--- config.mk ---
export PLATFORM = sky130hd
export DESIGN_NAME = ninebit_cmd_tx
export DESIGN_NICKNAME = d
export VERILOG_FILES = /design/src/rtl/n9_pkg.sv /design/src/rtl/n9_half_tick.sv /design/src/rtl/n9_frame_shift.sv /design/src/rtl/n9_frame_seq.sv /design/src/rtl/ninebit_cmd_tx.sv
export SDC_FILE = /design/constraint.sdc
export NUM_CORES = 1
export LEC_CHECK = 0
export ABC_AREA = 1
export BUFFER_PORTS_ARGS = -buffer_cell sky130_fd_sc_hd__buf_2
export CORE_ASPECT_RATIO = 1.2
export CORE_UTILIZATION = 61
export DETAILED_ROUTE_END_ITERATION = 7
export PLACE_DENSITY = 0.91
export RECOVER_POWER = 100
export SYNTH_ARGS = -nofsm -noshare
export SYNTH_HDL_FRONTEND = slang
export SYNTH_SLANG_ARGS = --single-unit
--- constraint.sdc ---
create_clock -name clk -period 2.65 [get_ports clk]
set_clock_uncertainty 0.05 [all_clocks]
set_input_delay 0.1325 -clock clk [delete_from_list [all_inputs] [get_ports clk]]
set_output_delay 0.1325 -clock clk [all_outputs]
set_load 0.02 [all_outputs]
--- src/rtl/n9_pkg.sv ---
package n9_pkg;
  localparam int WORD_W    = 9;
  localparam int BYTE_W    = 8;
  localparam int MAX_WORDS = 3;
  localparam int FRAME_W   = WORD_W * MAX_WORDS;
  localparam int BITCNT_W  = $clog2(FRAME_W + 1);

  localparam logic FLAG_CMD  = 1'b0;
  localparam logic FLAG_DATA = 1'b1;

  typedef enum logic [2:0] {
    ST_IDLE,
    ST_SETUP,
    ST_LOW,
    ST_HIGH,
    ST_HOLD
  } tx_state_e;
endpackage

--- src/rtl/n9_half_tick.sv ---
module n9_half_tick #(
  parameter int HALF_DIV = 4
) (
  input  logic clk,
  input  logic rst_n,
  input  logic run,
  output logic tick
);
  generate
    if (HALF_DIV <= 1) begin : g_direct
      assign tick = run;
    end else begin : g_count
      localparam int CNT_W = $clog2(HALF_DIV);
      localparam logic [CNT_W-1:0] LAST = CNT_W'(HALF_DIV - 1);
      logic [CNT_W-1:0] cnt_q, cnt_d;

      always_comb begin
        cnt_d = cnt_q;
        if (!run)               cnt_d = '0;
        else if (cnt_q == LAST) cnt_d = '0;
        else                    cnt_d = cnt_q + 1'b1;
      end

      always_ff @(posedge clk or negedge rst_n) begin
        if (!rst_n) cnt_q <= '0;
        else        cnt_q <= cnt_d;
      end

      assign tick = run && (cnt_q == LAST);

      AST_TICK_AFTER_STOP: assert property (@(posedge clk) disable iff (!rst_n)
        !run |=> !tick);
      AST_TICK_SPACED: assert property (@(posedge clk) disable iff (!rst_n)
        tick |=> !tick);
    end
  endgenerate
endmodule

--- src/rtl/n9_frame_shift.sv ---
module n9_frame_shift
  import n9_pkg::*;
(
  input  logic              clk,
  input  logic              rst_n,
  input  logic              load,
  input  logic              shift,
  input  logic [BYTE_W-1:0] addr,
  input  logic [1:0]        nbytes,
  input  logic [15:0]       data,
  output logic              mosi
);
  logic [FRAME_W-1:0] frame_q, frame_d;
  logic [BYTE_W-1:0]  first_byte;

  // With two bytes the high byte goes first; with one byte only the low byte is sent.
  assign first_byte = (nbytes >= 2'd2) ? data[15:8] : data[7:0];

  always_comb begin
    frame_d = frame_q;
    if (load)
      frame_d = {FLAG_CMD, addr, FLAG_DATA, first_byte, FLAG_DATA, data[7:0]};
    else if (shift)
      frame_d = {frame_q[FRAME_W-2:0], 1'b0};
  end

  always_ff @(posedge clk or negedge rst_n) begin
    if (!rst_n) frame_q <= '0;
    else        frame_q <= frame_d;
  end

  assign mosi = frame_q[FRAME_W-1];
endmodule

--- src/rtl/n9_frame_seq.sv ---
module n9_frame_seq
  import n9_pkg::*;
(
  input  logic       clk,
  input  logic       rst_n,
  input  logic       req_valid,
  input  logic [1:0] req_nbytes,
  input  logic       tick,
  output logic       run,
  output logic       load,
  output logic       shift,
  output logic       busy,
  output logic       done,
  output logic       csn,
  output logic       sclk
);
  tx_state_e           state_q, state_d;
  logic [BITCNT_W-1:0] bitcnt_q, bitcnt_d;
  logic [BITCNT_W-1:0] lastbit_q, lastbit_d;
  logic                done_q, done_d;
  logic                accept;

  assign accept = (state_q == ST_IDLE) && req_valid;

  always_comb begin
    state_d   = state_q;
    bitcnt_d  = bitcnt_q;
    lastbit_d = lastbit_q;
    done_d    = 1'b0;
    shift     = 1'b0;
    unique case (state_q)
      ST_IDLE: begin
        if (accept) begin
          state_d  = ST_SETUP;
          bitcnt_d = '0;
          unique case (req_nbytes)
            2'd0:    lastbit_d = BITCNT_W'(WORD_W - 1);
            2'd1:    lastbit_d = BITCNT_W'(2 * WORD_W - 1);
            default: lastbit_d = BITCNT_W'(3 * WORD_W - 1);
          endcase
        end
      end
      ST_SETUP: if (tick) state_d = ST_LOW;
      ST_LOW:   if (tick) state_d = ST_HIGH;
      ST_HIGH: begin
        if (tick) begin
          if (bitcnt_q == lastbit_q) begin
            state_d = ST_HOLD;
          end else begin
            state_d  = ST_LOW;
            bitcnt_d = bitcnt_q + 1'b1;
            shift    = 1'b1;
          end
        end
      end
      ST_HOLD: begin
        if (tick) begin
          state_d = ST_IDLE;
          done_d  = 1'b1;
        end
      end
      default: state_d = ST_IDLE;
    endcase
  end

  always_ff @(posedge clk or negedge rst_n) begin
    if (!rst_n) begin
      state_q   <= ST_IDLE;
      bitcnt_q  <= '0;
      lastbit_q <= '0;
      done_q    <= 1'b0;
    end else begin
      state_q   <= state_d;
      bitcnt_q  <= bitcnt_d;
      lastbit_q <= lastbit_d;
      done_q    <= done_d;
    end
  end

  assign run  = (state_q != ST_IDLE);
  assign load = accept;
  assign busy = run;
  assign csn  = !run;
  assign sclk = (state_q != ST_LOW);
  assign done = done_q;

  AST_DONE_SINGLE: assert property (@(posedge clk) disable iff (!rst_n)
    done |=> !done);
  AST_LEN_FROZEN: assert property (@(posedge clk) disable iff (!rst_n)
    (state_q != ST_IDLE) |=> $stable(lastbit_q));
  AST_BITCNT_RANGE: assert property (@(posedge clk) disable iff (!rst_n)
    bitcnt_q <= lastbit_q);
endmodule

--- src/rtl/ninebit_cmd_tx.sv ---
module ninebit_cmd_tx
  import n9_pkg::*;
#(
  parameter int HALF_DIV = 4
) (
  input  logic        clk,
  input  logic        rst_n,
  input  logic        req_valid,
  input  logic [7:0]  req_addr,
  input  logic [1:0]  req_nbytes,
  input  logic [15:0] req_data,
  output logic        busy,
  output logic        done,
  output logic        spi_csn,
  output logic        spi_sclk,
  output logic        spi_mosi
);
  logic [1:0] rst_sync_q;
  logic       rst_n_s;
  logic       run, tick, load, shift;

  always_ff @(posedge clk or negedge rst_n) begin
    if (!rst_n) rst_sync_q <= 2'b00;
    else        rst_sync_q <= {rst_sync_q[0], 1'b1};
  end
  assign rst_n_s = rst_sync_q[1];

  n9_half_tick #(.HALF_DIV(HALF_DIV)) u_tick (
    .clk  (clk),
    .rst_n(rst_n_s),
    .run  (run),
    .tick (tick)
  );

  n9_frame_seq u_seq (
    .clk       (clk),
    .rst_n     (rst_n_s),
    .req_valid (req_valid),
    .req_nbytes(req_nbytes),
    .tick      (tick),
    .run       (run),
    .load      (load),
    .shift     (shift),
    .busy      (busy),
    .done      (done),
    .csn       (spi_csn),
    .sclk      (spi_sclk)
  );

  n9_frame_shift u_shift (
    .clk   (clk),
    .rst_n (rst_n_s),
    .load  (load),
    .shift (shift),
    .addr  (req_addr),
    .nbytes(req_nbytes),
    .data  (req_data),
    .mosi  (spi_mosi)
  );

  AST_CS_RELEASE_DONE: assert property (@(posedge clk) disable iff (!rst_n_s)
    $rose(spi_csn) |-> done);
  AST_MOSI_HOLD_HIGH: assert property (@(posedge clk) disable iff (!rst_n_s)
    (!spi_csn && spi_sclk && $past(!spi_csn && spi_sclk)) |-> $stable(spi_mosi));
endmodule

==> results of run 1 <==
## how the worst max path moves through the flow
stage               slack, ns         startpoint                   to
finish                   0.57   u_seq.state_q[0]    u_seq.bitcnt_q[4]
global placement         0.97   u_seq.state_q[0]    u_seq.bitcnt_q[2]
floorplan                1.19   u_seq.state_q[0]    u_seq.bitcnt_q[4]
global route             0.40   u_seq.state_q[0]  u_shift.frame_q[26]
detailed placement       0.93   u_seq.state_q[0]  u_shift.frame_q[11]
CTS                      0.90  u_seq.bitcnt_q[0]  u_shift.frame_q[12]
## layout make-up
cell class | count | area, sq um
Inverter | 27 | 102.6
Multi-Input combinational cell | 230 | 1018
Fill cell | 326 | 1072
Tap cell | 52 | 65.06
Sequential cell | 44 | 1101
Timing Repair Buffer | 38 | 196.4
Clock buffer | 6 | 72.57
Clock inverter | 2 | 35.03
## cells by family (layout without fill, tap and decap cells)
logic type	Yosys count	in the layout	synth area share, %
xor+xnor	3	3	1.122
compound gates	26	26	5.716
flops	44	44	47.01
buf+inv	40	73	8.333
simple gates	198	198	36.59
other cells	1	1	0.1601
fa+ha+maj	2	2	1.068
## metal layers
layer | GRT usage, % | vias to the layer above | part of all wire [%] | wire length, um
li1 | - | 1045 | - | -
met1 | 33.54 | 1002 | 40 | 2063
met2 | 48.91 | 79 | 53 | 2708
met3 | 5.926 | 11 | 5.0 | 259
met4 | 10.32 | 0 | 2.0 | 103
met5 | 0 | - | 0 | 0
## placed cells by master (no fill, tap or decap), types with 5 or more instances in the layout
| cell type | instances |
|---|---|
| nor2_1 | 21 |
| clkbuf_8 | 5 |
| inv_1 | 21 |
| nand2_1 | 128 |
| dfrtp_1 | 44 |
| o21ai_0 | 14 |
| nand3_1 | 36 |
| buf_2 | 28 |
| clkbuf_1 | 6 |
| inv_2 | 5 |
| o21ai_1 | 9 |
## metrics by stage
stage	worst slack, ns	cell area [sq um]	std cells	util [%]
6_report	0.5682	2591	399	70.73
5_1_grt	0.3966	2591	399	70.73
4_1_cts	0.9012	2629	399	71.76
3_5_place_dp	0.9267	2511	390	68.55
3_3_place_gp	0.9697	2511	390	68.55
2_1_floorplan	1.186	2342	314	-
## flip-flops by register name, summed over array words and instances, names as in the netlist
register / cells
u_seq.lastbit_q: 4
u_seq.bitcnt_q: 5
u_tick.g_count.cnt_q: 2
u_seq.state_q: 3
u_seq.done: 1
u_shift.frame_q: 27
rst_sync_q: 2
## worst max-delay path, cell delays in order (launching register included)
cell,delay [ns]
dfrtp_1,0.40
nor2_1,0.10
nand2_1,0.20
clkinvlp_2,0.24
nand2_1,0.09
o21ai_0,0.09
inv_2,0.34
nand2_4,0.26
nand2_1,0.13
nand2_1,0.06
## where the power goes
group	internal (uW)	switching, uW	total (uW)
Sequential	916	136	1050
Combinational	410	933	1340
Clock	280	217	497
Total	1610	1290	2890
==> metrics.yaml, run 1 <==
critical_path:
  rr_startpoint: "u_seq.state_q[0]"
  required_ns: 2.78
  timing.rr.end: "u_seq.bitcnt_q[4]"
  path_class: "flop to flop"
  start_kind: "flop"
  arrival_ns: 2.21
  reg2regPathDepth: 9
  reg2reg_slack_ns: 0.57
  path_max_fanout: 25
  cp-end-kind: "flop"
finish:
  fin_nets: 377
  diodes: 0
  syn2layout_area_growth_pct: 10.63
  drive_above_1_share_pct: 14.99
logic_synthesis:
  yosysWarnings: 0
  synth-edff-count: 0
  syn_inst: 314
  syn-cell-area_sq_um: 2342
  synth_most_common_cell: "nand2_1"
  synth_seq_cells: 44
  ys_seq_area_share_pct: 47.01
  ys_types: 29
  synth_nets: 345
  synth_top_area_share_pct: 47.01
  synth_common_cells: "127 x nand2_1, 44 x dfrtp_1, 35 x nand3_1"
  synth_area_leaders: "dfrtp_1 47%, nand2_1 20%, nand3_1 7.5%"
  avgSynthCellArea_sq_um: 7.459
  yosysTopAreaCell: "dfrtp_1"
  synth_flop_cell: "dfrtp_1"
  async_flop_share_pct: 100.0
global_route:
  antenna_found_initial: 0
  grt_pass1_wl_um: 8776
  grt_max_degree: 43
  grt_util_all_layers_pct: 28.09
  grt_overflow: 0
  grt_pass1_vias: 2106
min_path:
  worstHoldEndpoint: "u_shift.frame_q[23]"
  hold_class: "input pin to flop"
  min_path_cells: 3
  hold_path.startpoint: "req_addr[5]"
route:
  drtAntennaViolNets: 0
  wirelength_um: 5134
  dr_total_vias: 2137
  routed_via_density: 5.356
  drcViolationCount: 0
  wl_per_cell_um: 12.87
  initialDrtViolationCount: 147
  drtPass1Iterations: 5
clocking:
  clkTransAtPathRegs_ns: 0.08
  cts-resized-gates: 0
  cts_buffer_depth: 2
  cts_root_buffer: "clkbuf_8"
  cts_made_buffers: 5
  postCtsSetupBuffers: 0
  cts_hold_buf: 1
  cts_tree: "done"
  cts_num_sinks: 44
  htreeDepth: 2
  clk_latency_ns: 0.29
status:
  status: "finished, final reports clean"
die:
  dieArea_sq_um: 4093
  num_rows: 24
  die_w_um: 58.57
  dieHeight_um: 69.88
  core_area_sq_um: 3664
  start_util_pct: 63.93
  io_pins: 34
placed_design:
  hpwl_um: 3490
  gp_congestion: 0.8717
  port-buffer-count: 33
timing:
  tightest_slew_ns: 1.041
  fmax_ghz: 0.4804
  maxSlewViolCount: 0
  setup_viol: 0
  max_slew_margin_pct: 30.63
  period_share_pct: 78.56
  worst_hold_slack_ns: 0.002251
  period_needed_ns: 2.082
  setup-tns-final_ns: 0
  rsz0062_at_grt: "no"
  hold_viol_final: 0
pwr:
  ir_drop_uv: 688.3
  p_leak_uw: 0.001435
  power.total_uw: 2892
  pwr_density_cell_nw_per_um2: 1116
run:
  cap_violations: 0
(Power assumes the default switching activity.)
==> run 2, diff against run 1 <==
--- a/config.mk
+++ b/config.mk
@@ -8,9 +8,9 @@
 export ABC_AREA = 1
 export BUFFER_PORTS_ARGS = -buffer_cell sky130_fd_sc_hd__buf_2
 export CORE_ASPECT_RATIO = 1.2
-export CORE_UTILIZATION = 61
+export CORE_UTILIZATION = 51
 export DETAILED_ROUTE_END_ITERATION = 7
-export PLACE_DENSITY = 0.91
+export PLACE_DENSITY = 0.82
 export RECOVER_POWER = 100
 export SYNTH_ARGS = -nofsm -noshare
 export SYNTH_HDL_FRONTEND = slang
==> constraint.sdc (replaced) <==
create_clock -name clk -period 1.7 [get_ports clk]
set_clock_uncertainty 0.05 [all_clocks]
set_input_delay 0.085 -clock clk [delete_from_list [all_inputs] [get_ports clk]]
set_output_delay 0.085 -clock clk [all_outputs]
set_load 0.02 [all_outputs]
==> metrics.yaml, run 2 (synthesis gave the netlist of run 1 again) <==
finish:
  multi_input_area_sq_um: 1055  # was 1018 sq um
  fillers: 389  # was 326
  diodes: 0  # unchanged
  regMostFlops: "u_shift.frame_q"  # unchanged
  final_util_pct: 63.33  # was 70.73%
  biggestRegsByFlops: "u_shift.frame_q (27), u_seq.bitcnt_q (5), u_seq.lastbit_q (4)"  # unchanged
  syn2layout_area_growth_pct: 16.99  # was 10.63%
  seqCellArea_sq_um: 1102  # was 1101 sq um
  largest_reg_flops: 27  # unchanged
  fin_nets: 387  # was 377
  most-common-layout-cells: "127 x nand2_1, 43 x dfrtp_1, 35 x nand3_1"  # was 128 x nand2_1, 44 x dfrtp_1, 36 x nand3_1
  layout_commonest_cell: "nand2_1"  # unchanged
  drive_above_1_share_pct: 18.21  # was 14.99%
timing:
  rsz0062_at_grt: "yes"  # was no
  setup_ws_ns: 0.09957  # was 0.5682 ns
  period_needed_ns: 1.600  # was 2.082 ns
  fmax_ghz: 0.6248  # was 0.4804 GHz
  period_share_pct: 94.14  # was 78.56%
  maxSlewViolCount: 0  # unchanged
  hold_viol_final: 0  # unchanged
  tightest_slew_ns: 1.037  # was 1.041 ns
  max_slew_margin_pct: 30.88  # was 30.63%
  setup_viol: 0  # unchanged
route:
  dr_total_vias: 2153  # was 2137
  drcViolationCount: 0  # unchanged
  initialDrtViolationCount: 84  # was 147
  routed_via_density: 5.213  # was 5.356
  drtPass1Iterations: 4  # was 5
  wirelength_um: 5402  # was 5134 um
  drtAntennaViolNets: 0  # unchanged
  wl_per_cell_um: 13.08  # was 12.87 um
die:
  core_area_sq_um: 4327  # was 3664 sq um
  io_pins: 34  # unchanged
  dieArea_sq_um: 4869  # was 4093 sq um
  start_util_pct: 54.14  # was 63.93%
  die_w_um: 63.87  # was 58.57 um
  dieHeight_um: 76.24  # was 69.88 um
  num_rows: 26  # was 24
clocking:
  cts_num_sinks: 44  # unchanged
  clkTransAtPathRegs_ns: 0.09  # was 0.08 ns
  cts_root_buffer: "clkbuf_8"  # unchanged
  cts_buffer_depth: 2  # unchanged
  cts_made_buffers: 5  # unchanged
  htreeDepth: 2  # unchanged
  clk_latency_ns: 0.30  # was 0.29 ns
  cts_tree: "done"  # unchanged
pwr:
  power.total_uw: 4713  # was 2892 uW
  pwr_density_cell_nw_per_um2: 1720  # was 1116 nW/um^2
  p_leak_uw: 0.001489  # was 0.001435 uW
  ir_drop_uv: 915.3  # was 688.3 uV
critical_path:
  required_ns: 1.89  # was 2.78 ns
  path_class: "flop to flop"  # unchanged
  start_kind: "flop"  # unchanged
  cp-end-kind: "flop"  # unchanged
  path_max_fanout: 16  # was 25
  arrival_ns: 1.79  # was 2.21 ns
global_route:
  grt_overflow: 0  # unchanged
  grt_pass1_vias: 2087  # was 2106
  grt_pass1_wl_um: 9177  # was 8776 um
  grt_util_all_layers_pct: 24.28  # was 28.09%
  antenna_found_initial: 0  # unchanged
  grt_max_degree: 43  # unchanged
placed_design:
  gp_congestion: 0.7911  # was 0.8717
  hpwl_um: 3644  # was 3490 um
  port-buffer-count: 33  # unchanged
  pre_cts_slack_ns: 0.09166  # was 0.9267 ns
status:
  status: "finished, final reports clean"  # unchanged
run:
  cap_violations: 0  # unchanged
min_path:
  hold_class: "input pin to async pin"  # was input pin to flop
[run 2: metal layers]
layer	track usage, %	wire (um)	vias to the layer above
met5	0	0	-
met4	9.773	75	0
met3	3.892	277	8
met2	42.13	2841	67
met1	29.56	2207	1013
li1	-	-	1065
[run 2: where the power goes]
| part | switching, uW | internal (uW) | leakage [uW] |
|---|---|---|---|
| Combinational | 1580 | 805 | 0.000894 |
| Sequential | 206 | 1430 | 0.000552 |
| Clock | 368 | 329 | 0.0000434 |
[run 2: final timing paths]
check                                  from                   to  slack, ns  cells past startpoint
setup / recovery           u_seq.state_q[0]  u_shift.frame_q[15]        0.1                      8
hold / removal                        rst_n        rst_sync_q[1]       0.05                      2
setup reg to reg           u_seq.state_q[0]  u_shift.frame_q[15]        0.1                      8
hold reg to reg               rst_sync_q[0]        rst_sync_q[1]       0.34                      0
max in group asynchronous     rst_sync_q[1]     u_seq.state_q[0]       0.42                      1
min in group clk              req_nbytes[0]   u_seq.lastbit_q[4]       0.05                      3
[run 2: area by class of cell]
type,instances,share of cell area [%]
inverters,27,3.881
repair buffers,48,11.28
flip-flops and latches,44,40.23
clock buffers,6,3.014
clock inverters,2,0.5479
multi-input cells,230,38.49
well taps,56,2.557
[run 2: critical path, stage by stage, from the launching register on]
cell     delay (ns)
dfrtp_2        0.45
nor2_4         0.16
nand2_4        0.09
nor2_4         0.23
buf_12         0.17
o21ai_0        0.10
o21ai_1        0.14
nand3_1        0.08
nand2_1        0.08
[run 2: stage by stage]
| step | instances | setup TNS [ns] | cell area (sq um) | hold WS [ns] |
|---|---|---|---|---|
| final | 413 | 0 | 2740 | 0.04871 |
| after global routing | 413 | -0.06671 | 2740 | 0.04899 |
| after CTS | 412 | 0 | 2716 | 0.03759 |
| after detailed placement | 398 | 0 | 2559 | -0.1673 |
| after global placement | 398 | 0 | 2559 | -0.1793 |
| after floorplan | 314 | 0 | 2342 | -0.2606 |
[run 2: repair_timing]
| action | in CTS | in global routing |
|---|---|---|
| hold endpoints to repair | 7 | 0 |
| resized for setup | 0 | 8 |
| hold buffers | 6 | 0 |
| setup endpoints to repair | 0 | 26 |
| setup buffers | 0 | 1 |
==> run 3, diff against run 2 <==
--- a/config.mk
+++ b/config.mk
@@ -5,12 +5,11 @@
 export SDC_FILE = /design/constraint.sdc
 export NUM_CORES = 1
 export LEC_CHECK = 0
-export ABC_AREA = 1
 export BUFFER_PORTS_ARGS = -buffer_cell sky130_fd_sc_hd__buf_2
 export CORE_ASPECT_RATIO = 1.2
-export CORE_UTILIZATION = 51
+export CORE_UTILIZATION = 45
 export DETAILED_ROUTE_END_ITERATION = 7
-export PLACE_DENSITY = 0.82
+export PLACE_DENSITY = 0.75
 export RECOVER_POWER = 100
 export SYNTH_ARGS = -nofsm -noshare
 export SYNTH_HDL_FRONTEND = slang
==> metrics.yaml, run 3 <==
critical_path:
  rr_startpoint: "u_seq.state_q[1]"  # was u_seq.state_q[0]
  cp_slowest_cell: "or4b_4"  # was dfrtp_2
  reg2reg_slack_ns: -0.02  # was 0.1 ns
  start_kind: "flop"  # unchanged
  timing.rr.end: "u_shift.frame_q[19]"  # was u_shift.frame_q[15]
  reg2regPathDepth: 4  # was 8
  required_ns: 1.84  # was 1.89 ns
  path_max_fanout: 10  # was 16
  arrival_ns: 1.86  # was 1.79 ns
  max_stage_delay_ns: 0.64  # was 0.45 ns
  cp-end-kind: "flop"  # unchanged
  path_cells: "or4b_4 > nand2_8 > o21ai_4 > a221o_1"  # was nor2_4 > nand2_4 > nor2_4 > buf_12 > o21ai_0 > o21ai_1 > nand3_1 > nand2_1
  path_class: "flop to flop"  # unchanged
finish:
  diodes: 0  # unchanged
  fillers: 365  # was 389
  fin_nets: 288  # was 387
  syn2layout_area_growth_pct: 31.69  # was 16.99%
  fin_area_sq_um: 2938  # was 2740 sq um
  final_util_pct: 63.02  # was 63.33%
  layout_commonest_cell: "dfrtp_1"  # was nand2_1
  regMostFlops: "u_shift.frame_q"  # unchanged
  biggestRegsByFlops: "u_shift.frame_q (27), u_seq.bitcnt_q (5), u_seq.lastbit_q (4)"  # unchanged
  most-common-layout-cells: "44 x dfrtp_1, 29 x buf_2, 28 x buf_4"  # was 127 x nand2_1, 43 x dfrtp_1, 35 x nand3_1
  drive_above_1_share_pct: 44.19  # was 18.21%
  largest_reg_flops: 27  # unchanged
logic_synthesis:
  synth_area_leaders: "dfrtp_1 49%, o221a_2 5.6%, mux2i_1 4.0%"  # was dfrtp_1 47%, nand2_1 20%, nand3_1 7.5%
  synth_nets: 228  # was 345
  synth_most_common_cell: "dfrtp_1"  # was nand2_1
  async_flop_share_pct: 100.0  # unchanged
  synth_flop_cell: "dfrtp_1"  # unchanged
  yosysTopAreaCell: "dfrtp_1"  # unchanged
  syn-cell-area_sq_um: 2231  # was 2342 sq um
  ys_seq_area_share_pct: 49.36  # was 47.01%
  synth_seq_cells: 44  # unchanged
  syn_inst: 197  # was 314
  avgSynthCellArea_sq_um: 11.32  # was 7.459 sq um
  yosysWarnings: 0  # unchanged
  synth_top_area_share_pct: 49.36  # was 47.01%
  synth_common_cells: "44 x dfrtp_1, 12 x nand2_1, 12 x nor2_1"  # was 127 x nand2_1, 44 x dfrtp_1, 35 x nand3_1
  synth-edff-count: 0  # unchanged
  ys_types: 48  # was 29
global_route:
  antenna_found_initial: 0  # unchanged
  grt_max_degree: 43  # unchanged
  grt_util_all_layers_pct: 21.97  # was 24.28%
  grt_overflow: 0  # unchanged
  grt_pass1_vias: 1755  # was 2087
  grt.busiest_layer: "met2"  # unchanged
  met3_usage_pct: 4.885  # was 3.892%
  grt_pass1_wl_um: 8611  # was 9177 um
  grt_use_met1_pct: 28.93  # was 29.56%
  grt_use_met2_pct: 35.51  # was 42.13%
timing:
  rsz0062_at_grt: "yes"  # unchanged
  setup_viol: 9  # was 0
  period_needed_ns: 1.722  # was 1.600 ns
  worst_hold_slack_ns: -0.001471  # was 0.04871 ns
  hold_viol_final: 1  # was 0
  maxSlewViolCount: 0  # unchanged
  fmax_ghz: 0.5806  # was 0.6248 GHz
  setup_ws_ns: -0.02229  # was 0.09957 ns
  max_slew_margin_pct: 31.88  # was 30.88%
  period_share_pct: 101.3  # was 94.14%
  tightest_slew_ns: 1.022  # was 1.037 ns
route:
  routed_via_density: 5.892  # was 5.213
  dr_total_vias: 1862  # was 2153
  drtPass1Iterations: 4  # unchanged
  wl_per_cell_um: 16.33  # was 13.08 um
  drcViolationCount: 0  # unchanged
  wirelength_um: 5159  # was 5402 um
  drtAntennaViolNets: 0  # unchanged
  initialDrtViolationCount: 119  # was 84
pwr:
  comb_power_share_pct: 55.2  # was 50.5%
  power.total_uw: 5802  # was 4713 uW
  power.switching_uw: 2264  # was 2149 uW
  pwr_density_cell_nw_per_um2: 1975  # was 1720 nW/um^2
  swShare_pct: 39.02  # was 45.60%
  ir_drop_uv: 896.3  # was 915.3 uV
  p_leak_uw: 0.001303  # was 0.001489 uW
  clkPwrFrac_pct: 11.3  # was 14.8%
  seqPwrFrac_pct: 33.5  # was 34.7%
  power.internal_uw: 3538  # was 2564 uW
placed_design:
  gp_congestion: 0.8770  # was 0.7911
  hpwl_um: 3682  # was 3644 um
  port-buffer-count: 33  # unchanged
  post_dp_cell_area_sq_um: 2651  # was 2559 sq um
  pre_cts_slack_ns: -0.09562  # was 0.09166 ns
clocking:
  cts_tree: "done"  # unchanged
  clk_latency_ns: 0.30  # about the same
  cts_num_sinks: 44  # unchanged
  cts_buffer_depth: 2  # unchanged
  htreeDepth: 2  # unchanged
  cts_root_buffer: "clkbuf_8"  # unchanged
  cts_made_buffers: 5  # unchanged
  clkTransAtPathRegs_ns: 0.09  # about the same
min_path:
  hold_path.startpoint: "req_addr[7]"
  worstHoldEndpoint: "u_shift.frame_q[25]"
  hold_class: "input pin to flop"  # was input pin to async pin
  min_path_cells: 3
die:
  num_rows: 27  # was 26
  dieArea_sq_um: 5244  # was 4869 sq um
  dieHeight_um: 79.13  # was 76.24 um
  core_area_sq_um: 4662  # was 4327 sq um
  die_w_um: 66.28  # was 63.87 um
  start_util_pct: 47.85  # was 54.14%
  io_pins: 34  # unchanged
run:
  cap_violations: 0  # unchanged
status:
  status: "finished with violations"  # was finished, final reports clean
  violations: "hold timing, setup timing"
## run 3: changes by cell type after synthesis, sizes merged, moves of 9 or more
| cell | change |
|---|---|
| mux2i | +9 |
| nor2 | -11 |
| o21ai | -16 |
| inv | -26 |
| o221a | +11 |
| nand3 | -33 |
| nand2 | -119 |
| and2 | +9 |
## run 3: logic make-up (layout without fill, tap and decap cells)
kind of cell	count (synthesis)	in the layout	share of synthesized area, %
AO/OA/AOI/OAI	55	55	22.66
flip-flops	44	44	49.36
buffers and inverters	15	76	3.421
adder cells (fa/ha/maj)	2	2	1.122
multiplexers	9	9	4.038
XOR/XNOR	5	5	1.963
other	1	1	0.1681
AND/OR/NAND/NOR	66	66	17.27
## run 3: what timing repair did
item | CTS | global route
resized for setup | 12 | 17
hold buffers | 2 | 0
endpoints found under the hold margin | 3 | 0
buffers inserted | 1 | 2
endpoints found under the setup margin | 23 | 36
pin swaps | 1 | 5
## run 3: per-stage QoR
step | TNS [ns] | instances
floorplan | -0.5033 | 197
global placement | -0.2292 | 303
detailed placement | -0.6722 | 303
CTS | -0.3320 | 314
global route | -1.116 | 316
finish | -0.1089 | 316
## run 3: layer usage
| layer | share of wire (%) | vias to the layer above |
|---|---|---|
| li1 | - | 871 |
| met5 | 0 | - |
| met1 | 43 | 924 |
| met2 | 50 | 59 |
| met3 | 4.7 | 8 |
| met4 | 1.9 | 0 |
## run 3: worst max path at each step
stage                                 start                  end  slack [ns]
CTS                        u_seq.state_q[0]             spi_sclk       -0.05
global placement           u_seq.state_q[2]  u_shift.frame_q[18]       -0.04
detailed placement  u_tick.g_count.cnt_q[0]  u_shift.frame_q[25]        -0.1
finish                     u_seq.state_q[1]  u_shift.frame_q[19]       -0.02
floorplan                  u_seq.state_q[2]   u_shift.frame_q[1]       -0.06
global route               u_seq.state_q[1]  u_shift.frame_q[21]       -0.07
## run 3: area by class of cell
type | instances | area (sq um) | share of cell area (%)
Clock buffer | 5 | 68.82 | 2.342
Clock inverter | 3 | 18.77 | 0.6388
Inverter | 1 | 3.754 | 0.1278
Multi-Input combinational cell | 138 | 1219 | 41.48
Sequential cell | 44 | 1101 | 37.48
Tap cell | 58 | 72.57 | 2.470
Timing Repair Buffer | 67 | 454.2 | 15.46
## run 3: power groups by stage
stage               registers [uW]  logic (uW)  clock network (uW)
floorplan                     1820        1940                   0
global placement              1900        2730                   0
detailed placement            1900        2790                   0
CTS                           1910        2950                 675
global route                  2000        3480                 717
finish                        1940        3200                 654
## run 3: critical path: cells and delay by family, from the launching register on
family	cells	cell delay [ns]
flops	1	0.38
compound gates	2	0.42
simple gates	2	0.76
